**src/rtl/regbank_pkg.sv**
```systemverilog
package regbank_pkg;

  localparam int unsigned EVT_W   = 2;
  localparam int unsigned PULSE_W = 4;

  localparam int unsigned EVT_ADDR   = 32'h02;
  localparam int unsigned PULSE_ADDR = 32'h20;
  localparam int unsigned WDOG_ADDR  = 32'h24;
  localparam int unsigned LIVE_ADDR  = 32'h27;
  localparam int unsigned WONLY_ADDR = 32'h3D;

  typedef enum logic [2:0] {
    K_POOL, K_EVENT, K_PULSE, K_LIVE, K_WONLY, K_ABSENT
  } reg_kind_e;

  typedef enum logic [1:0] {SQ_IDLE, SQ_WRITE, SQ_READ} seq_state_e;

  function automatic reg_kind_e kind_of(input int unsigned a, input int unsigned depth);
    if (a >= depth)            return K_ABSENT;
    else if (a == EVT_ADDR)    return K_EVENT;
    else if (a == PULSE_ADDR)  return K_PULSE;
    else if (a == LIVE_ADDR)   return K_LIVE;
    else if (a == WONLY_ADDR)  return K_WONLY;
    else                       return K_POOL;
  endfunction

endpackage

```
**src/rtl/regbank_seq.sv**
```systemverilog
module regbank_seq
  import regbank_pkg::*;
#(
  parameter int unsigned ADDR_W = 8,
  parameter int unsigned DATA_W = 8
) (
  input  logic              clk,
  input  logic              rst_n,
  input  logic              cmd_valid,
  output logic              cmd_ready,
  input  logic              cmd_write,
  input  logic [ADDR_W-1:0] cmd_addr,
  input  logic [ADDR_W-1:0] cmd_len,
  input  logic              wr_valid,
  output logic              wr_ready,
  input  logic [DATA_W-1:0] wr_data,
  output logic              rd_valid,
  input  logic              rd_ready,
  output logic [DATA_W-1:0] rd_data,
  output logic [ADDR_W-1:0] acc_addr,
  output logic              acc_we,
  output logic [DATA_W-1:0] acc_wdata,
  input  logic [DATA_W-1:0] fetch_byte
);

  seq_state_e        state_q;
  logic [ADDR_W-1:0] addr_q;
  logic [ADDR_W-1:0] left_q;
  logic              rd_valid_q;
  logic [DATA_W-1:0] rd_data_q;
  logic              fetch;
  logic              beat;

  assign cmd_ready = (state_q == SQ_IDLE) && !rd_valid_q;
  assign wr_ready  = (state_q == SQ_WRITE);
  assign fetch     = (state_q == SQ_READ) && (!rd_valid_q || rd_ready);
  assign acc_we    = wr_valid && wr_ready;
  assign beat      = acc_we || fetch;
  assign acc_addr  = addr_q;
  assign acc_wdata = wr_data;
  assign rd_valid  = rd_valid_q;
  assign rd_data   = rd_data_q;

  always_ff @(posedge clk) begin
    if (!rst_n) begin
      state_q <= SQ_IDLE;
      addr_q  <= '0;
      left_q  <= '0;
    end else if (state_q == SQ_IDLE) begin
      if (cmd_valid && cmd_ready) begin
        addr_q  <= cmd_addr;
        left_q  <= cmd_len;
        state_q <= cmd_write ? SQ_WRITE : SQ_READ;
      end
    end else if (beat) begin
      addr_q <= addr_q + 1'b1;
      if (left_q == '0) state_q <= SQ_IDLE;
      else              left_q  <= left_q - 1'b1;
    end
  end

  always_ff @(posedge clk) begin
    if (!rst_n) begin
      rd_valid_q <= 1'b0;
      rd_data_q  <= '0;
    end else if (fetch) begin
      rd_valid_q <= 1'b1;
      rd_data_q  <= fetch_byte;
    end else if (rd_ready) begin
      rd_valid_q <= 1'b0;
    end
  end

endmodule

```
**src/rtl/regbank_store.sv**
```systemverilog
module regbank_store
  import regbank_pkg::*;
#(
  parameter int unsigned ADDR_W     = 8,
  parameter int unsigned DATA_W     = 8,
  parameter int unsigned POOL_DEPTH = 96
) (
  input  logic               clk,
  input  logic               rst_n,
  input  logic               rst_wdog_cause,
  input  logic [ADDR_W-1:0]  acc_addr,
  input  logic               acc_we,
  input  logic [DATA_W-1:0]  acc_wdata,
  output logic [DATA_W-1:0]  rd_byte,
  input  logic [DATA_W-1:0]  live_in,
  input  logic [EVT_W-1:0]   evt_set,
  output logic [PULSE_W-1:0] pwr_pulse,
  input  logic               wdog_start,
  output logic [DATA_W-1:0]  wdog_limit,
  output logic               wdog_enable
);

  localparam int unsigned IDX_W = $clog2(POOL_DEPTH);

  reg_kind_e         kind;
  logic [IDX_W-1:0]  idx;
  logic              wr_pool;
  logic [DATA_W-1:0] pool_q [POOL_DEPTH];
  logic [EVT_W-1:0]  evt_q;
  logic [EVT_W-1:0]  evt_keep;

  assign kind    = kind_of(32'(acc_addr), POOL_DEPTH);
  assign idx     = acc_addr[IDX_W-1:0];
  assign wr_pool = acc_we && (kind == K_POOL || kind == K_WONLY);

  for (genvar i = 0; i < POOL_DEPTH; i++) begin : g_pool
    always_ff @(posedge clk) begin
      if (!rst_n)                             pool_q[i] <= '0;
      else if (wr_pool && idx == IDX_W'(i))  pool_q[i] <= acc_wdata;
    end
  end

  assign evt_keep = (acc_we && kind == K_EVENT) ? (evt_q & ~acc_wdata[EVT_W-1:0]) : evt_q;

  always_ff @(posedge clk) begin
    if (!rst_n) begin
      evt_q      <= rst_wdog_cause ? '1 : '0;
      pwr_pulse  <= '0;
      wdog_limit <= '0;
    end else begin
      evt_q     <= evt_keep | evt_set;
      pwr_pulse <= (acc_we && kind == K_PULSE) ? acc_wdata[PULSE_W-1:0] : '0;
      if (wdog_start) wdog_limit <= pool_q[WDOG_ADDR];
    end
  end

  assign wdog_enable = |wdog_limit;

  always_comb begin
    unique case (kind)
      K_ABSENT:         rd_byte = '1;
      K_EVENT:          rd_byte = DATA_W'(evt_q);
      K_PULSE, K_WONLY: rd_byte = '0;
      K_LIVE:           rd_byte = live_in;
      default:          rd_byte = pool_q[idx];
    endcase
  end

endmodule

```
**src/rtl/regbank_top.sv**
```systemverilog
module regbank_top
  import regbank_pkg::*;
#(
  parameter int unsigned ADDR_W     = 8,
  parameter int unsigned DATA_W     = 8,
  parameter int unsigned POOL_DEPTH = 96
) (
  input  logic               clk,
  input  logic               rst_n,
  input  logic               rst_wdog_cause,
  input  logic               cmd_valid,
  output logic               cmd_ready,
  input  logic               cmd_write,
  input  logic [ADDR_W-1:0]  cmd_addr,
  input  logic [ADDR_W-1:0]  cmd_len,
  input  logic               wr_valid,
  output logic               wr_ready,
  input  logic [DATA_W-1:0]  wr_data,
  output logic               rd_valid,
  input  logic               rd_ready,
  output logic [DATA_W-1:0]  rd_data,
  input  logic [DATA_W-1:0]  live_in,
  input  logic [EVT_W-1:0]   evt_set,
  output logic [PULSE_W-1:0] pwr_pulse,
  input  logic               wdog_start,
  output logic [DATA_W-1:0]  wdog_limit,
  output logic               wdog_enable
);

  logic [ADDR_W-1:0] acc_addr;
  logic              acc_we;
  logic [DATA_W-1:0] acc_wdata;
  logic [DATA_W-1:0] fetch_byte;

  regbank_seq #(.ADDR_W(ADDR_W), .DATA_W(DATA_W)) u_seq (
    .clk(clk), .rst_n(rst_n),
    .cmd_valid(cmd_valid), .cmd_ready(cmd_ready), .cmd_write(cmd_write),
    .cmd_addr(cmd_addr), .cmd_len(cmd_len),
    .wr_valid(wr_valid), .wr_ready(wr_ready), .wr_data(wr_data),
    .rd_valid(rd_valid), .rd_ready(rd_ready), .rd_data(rd_data),
    .acc_addr(acc_addr), .acc_we(acc_we), .acc_wdata(acc_wdata),
    .fetch_byte(fetch_byte)
  );

  regbank_store #(.ADDR_W(ADDR_W), .DATA_W(DATA_W), .POOL_DEPTH(POOL_DEPTH)) u_store (
    .clk(clk), .rst_n(rst_n), .rst_wdog_cause(rst_wdog_cause),
    .acc_addr(acc_addr), .acc_we(acc_we), .acc_wdata(acc_wdata),
    .rd_byte(fetch_byte), .live_in(live_in), .evt_set(evt_set),
    .pwr_pulse(pwr_pulse), .wdog_start(wdog_start),
    .wdog_limit(wdog_limit), .wdog_enable(wdog_enable)
  );

endmodule

```
**config.mk**
```make
export PLATFORM = sky130hd
export DESIGN_NAME = regbank_top
export DESIGN_NICKNAME = d
export VERILOG_FILES = /design/src/rtl/regbank_pkg.sv /design/src/rtl/regbank_seq.sv /design/src/rtl/regbank_store.sv /design/src/rtl/regbank_top.sv
export SDC_FILE = /design/constraint.sdc
export NUM_CORES = 1
export LEC_CHECK = 0
export ABC_AREA = 1
export CORE_UTILIZATION = 35
export CTS_CLUSTER_SIZE = 16
export DETAILED_ROUTE_END_ITERATION = 8
export DONT_BUFFER_PORTS = 1
export GPL_TIMING_DRIVEN = 0
export SYNTH_ARGS = -nofsm -noshare
export SYNTH_HDL_FRONTEND = slang
export SYNTH_HIERARCHICAL = 1
export SYNTH_SLANG_ARGS = --single-unit
```
**constraint.sdc**
```tcl
create_clock -name clk -period 5 [get_ports clk]
set_input_delay 1 -clock clk [delete_from_list [all_inputs] [get_ports clk]]
set_output_delay 1 -clock clk [all_outputs]
set_load 0.03 [all_outputs]
```
# Yosys cells after proc, flatten, opt, wreduce, memory -nomap -nowiden
# Memories as Yosys holds them, arrays and structs flattened. A register that Yosys moved wholly into a read port is not among the register bits.
# Index checks and enable logic that the tools add are counted.
# word_totals
register_bits	33
mem_count	1
ramBits	768
# mem_list
name	depth	width	rd	rd_clocked_by_memory_dff	wr	line	rtl
u_store.pool_q	96	8	2	2	96	regbank_store.sv:28	logic [DATA_W-1:0] pool_q [POOL_DEPTH];
# classes
addsub	2
n_reduce_logical	121
bitwise	99
n_eq_ne	108
mux	410
n_lt_le_gt_ge	1
# op_table
operator	n
$mux 8	103
$mux 1	291
$eq 7x6->1 const B	32
$eq 7x7->1 const B	32
$eq 7x5->1 const B	16
$logic_and 1x1->1	103
$or 1x1->1	96
$eq 7x4->1 const B	8
$pmux 8 s4	1
$eq 7x3->1 const B	4
$eq 8x6->1 const B	3
$mux 2	8
$mux 3	5
$eq 7x2->1 const B	2
$mux 7	2
$add 8x1->8 const B	1
$eq 8x2->1 const B	1
$ge 8x7->1 const B	1
$logic_not 8->1	1
$reduce_or 8->1	1
$sub 8x1->8 const B	1
$eq 7x1->1 const B	1
$logic_not 7->1	1
$eq 3x2->1 const B	2
other kinds (17)	25

# Depth between registers and ports, before layout
# depth
depth_word	14
ltp_mapped	18

# Hierarchy
# Netlist, hierarchy kept.
# modules_own_cells
mod	cells_per_inst	area_per_inst_um2	instances	seq_area_each_um2
regbank_store	4124	36605.1	1	23342.4
regbank_seq	233	1537.7	1	540.5

# Worst setup path after synthesis
# Ideal clock, no wire load.
# synth_timing
kind	input to register
start	in wr_valid
end	mem u_store.pool_q[34][0], enable pin
required_ns	4.616
cell_stages	9
slack_ns	1.965
arrival_ns	2.651
cell_sequence	nand2_1 inv_1 inv_1 nor2_1 inv_2 nor2_1 inv_1 clkbuf_1 o21ai_0
# synth_lines
item	line	rtl
from (decl)	regbank_top.sv:16	input logic wr_valid,
to (decl)	regbank_store.sv:28	

==> impl_metrics.csv <==
group,metric,value,unit
outcome,status,"finished with violations",
outcome,violations,"capacitance limit, slew limit, setup timing",
synth,ys_seq_area_frac,0.626,
synth,ys_warn_count,6,
timing,period_minus_slack,5090,ps
floorplan,design.portCount,66,
floorplan,placementRows,120,
worst_setup_path,cp_top_family,"simple AND/OR/NAND/NOR gates",
final_layout,design_area,43000,um^2
floorplan,die_w,332,um
pwr,power.total,17.5,mW
route,wl_per_cell,22.9,um
synth,yosys-top-cells-area,"edfxtp_1 60%, nand2_1 18%, nor2_1 9.2%, clkbuf_1 2.2%, dfxtp_1 2.2%",
route,final_antenna_net_count,0,
clock_network,postCtsSetupBuffers,0,
synth,ys_seq_elements,809,
final_layout,multi_input_area,12900,um^2
worst_setup_path,worstPathRequired,5310,ps
global_route,grt_max_degree,15,
placed_design,placed_cell_area,40100,um^2
route,drc,0,
clock_network,ctsLongestPathBuffers,3,
route,drt-total-wl,136000,um
synth,synth.top_cell.area_share,0.605,
worst_setup_path,path_class,"reg2reg",
synth,avgSynthCellArea,8.75,um^2
final_layout,areaGrowthSynthToFinish,12.7,%
pwr,p_leak,17.8,nW
placed_design,dpl.cell_count,5795,
route,detail_route.iter0.violations,4313,
timing,finClkSkew,53.5,ps
worst_setup_path,crit_arrival,5400,ps
final_layout,stdcell_count,5963,
floorplan,die_h,332,um
worst_setup_path,startpoint_type,"register",
floorplan,die_area,110000,um^2
clock_network,numCtsBuffers,88,
pwr,ir_worst_vdd,0.258,mV
route,viasPerCell,5.31,
timing,timing.setup.tns,-873,ps
route,first_pass_iters,6,
timing,hold_violations,0,
worst_setup_path,crit_path_max_fanout,10,
timing,finalSetupViolations,16,
timing,maxSlewHeadroom,-0.0476,
timing,fmax,196,MHz
final_layout,n_fill_cell,10800,
placed_design,port_buffers,0,
clock_network,cts_tree,"done",
route,vias,31700,
timing,worst_slew_pin_slew,1570,ps
pwr,power.density,407,nW/um^2
timing,rsz0062_at_grt,"no",
final_layout,drive_gt1_frac,0.0498,
synth,synth_cells,4357,
synth,synth_top_area_cell,"edfxtp_1",
global_route,antenna_found_initial,11,
final_layout,regArea,23900,um^2
timing,fin_crit_sh,1.02,
global_route,grt_pass1_vias,29300,
floorplan,coreArea,108000,um^2
clock_network,clk_latency,710,ps
clock_network,cts.clk_slew.worst_paths,60,ps
synth,synth_cell_types,37,
clock_network,cts-root-buf,"clkbuf_16",
global_route,grt_pass1_wl,196000,um
run,cap_viol_max_count,2,
floorplan,initial_core_util,0.355,
clock_network,clkSinkCount,809,
global_route,grt_overflow,0,
clock_network,htreeDepth,3,
worst_setup_path,slowest_stage,"nor2_1",
worst_setup_path,worst-path-buf-inv,5,
worst_setup_path,cp_slowest_stage_delay,960,ps
placed_design,place_congestion,1.05,
global_route,grtUsageTotal,0.243,
min_path,hold_path_class,"in2reg",
placed_design,place_worst_setup_slack,-163,ps
placed_design,dp_hpwl,98300,um
timing,slew_violations,12,
synth,syn_area,38100,um^2
timing,fin_ws,-94.1,ps
worst_setup_path,crit_path_end_kind,"register",
worst_setup_path,crit_top_cell,"inv_1",
worst_setup_path,crit_chain,"buf_2, inv_2, nor2_1, inv_1, nor2_1, inv_1, nor2_2, inv_1, o21ai_1",
final_layout,nNetsFinal,4530,
clock_network,cts_hold_buffers,0,
[path summary, 6_finish.rpt]
path / start / endpoint / slack (ps) / cells after the start
hold reg to reg: u_seq/left_q[7] / u_seq/left_q[7] / 500 / 2
setup / recovery: u_seq/acc_addr[0] / u_store/pool_q[69][7] / -90 / 9
hold / removal: evt_set[0] / u_store/evt_q[0] / 450 / 2
setup reg to reg: u_seq/acc_addr[0] / u_store/pool_q[69][7] / -90 / 9
[per-layer routing]
metal / part of all wire / GRT usage
met1: 0.39 / 0.321
met2: 0.45 / 0.378
met3: 0.12 / 0.0604
met4: 0.044 / 0.102
met5: 0.00026 / 0
[placed cells by master, fill, tap and decap left out, types with 4 or more instances in the layout]
cell type  netlist  layout
nand4_1         33      33
nand3_2         32      32
a22oi_1          8       8
buf_2            5      11
inv_1           86      86
clkinv_2         0      14
conb_1           1      24
clkbuf_16        0      88
inv_2           11      11
diode_2          0       5
nor2_1         935     935
nor2_4           8       8
nor2_2          13      13
a21oi_1         41      41
bufinv_16        0      11
buf_1           27      27
nand3_1        109     109
o21bai_1         4       4
o21ai_0        135     100
buf_4           11      18
clkinv_1         1      11
dfxtp_1         41      41
o21ai_1          6      41
edfxtp_1       768     768
nand2_1       1831    1831
buf_6            3       4
clkbuf_1       225     252
[where the power goes]
part | leakage [nW] | internal, mW | switching [mW]
clock network | 1.41 | 3.84 | 2.76
logic | 8.19 | 0.645 | 2.45
registers | 8.25 | 7.66 | 0.148
total | 17.8 | 12.1 | 5.35
[registers in the layout, indices dropped and copies added, names as in the netlist]
name,count
u_seq/left_q,8
u_seq/rd_data,8
u_store/pwr_pulse,4
u_seq/state_q,2
u_store/wdog_limit,8
u_store/pool_q,768
u_seq/rd_valid,1
u_store/evt_q,2
u_seq/acc_addr,8
[Yosys cell counts, drive strengths merged]
master / number
nor4: 3
inv: 98
ha: 3
nor3: 2
nand2: 1833
a31oi: 1
nand4: 33
conb: 1
or2: 4
edfxtp: 768
a21oi: 41
o22ai: 1
a22oi: 8
xnor2: 1
dfxtp: 41
nand3: 141
nor2: 956
clkbuf: 225
buf: 46
o21ai: 141
a21boi: 2
clkinv: 1
a211oi: 2
o21bai: 4
nand3b: 1
[timing repair]
item                       in CTS  in global routing
resized for setup               2                  1
setup endpoints to repair      16                  8
pin swaps                       0                  0
[cell type report]
cell class	instances	area share
multi-input combinational	3201	0.300
buffer	271	0.0253
clock inverter	45	0.0140
tap	1403	0.0408
timing repair buffer	15	0.00236
antenna	5	0.000291
sequential	809	0.555
clock buffer	115	0.0536
inverter	99	0.00870
[worst reg2reg max path, stage by stage, from the launching register on]
cell	delay, ps
dfxtp_1	580
buf_2	430
inv_2	250
nor2_1	960
inv_1	280
nor2_1	480
inv_1	430
nor2_2	540
inv_1	120
o21ai_1	680
[stage by stage]
stage	hold WS, ps	util
6_report	446	0.400
3_3_place_gp	469	0.372
4_1_cts	429	0.400
5_1_grt	457	0.400
2_1_floorplan	457	-
3_5_place_dp	489	0.373
[cell families (layout without fill, tap and decap cells)]
logic type	count (synthesis)	in the layout	synth area share
other cells	1	29	0.0000983
compound gates	200	200	0.0274
flops	809	809	0.626
fa+ha+maj	3	3	0.000984
buf+inv	370	545	0.0383
xor+xnor	1	1	0.000230
simple gates	2973	2973	0.307
(Power assumes the default switching activity.)
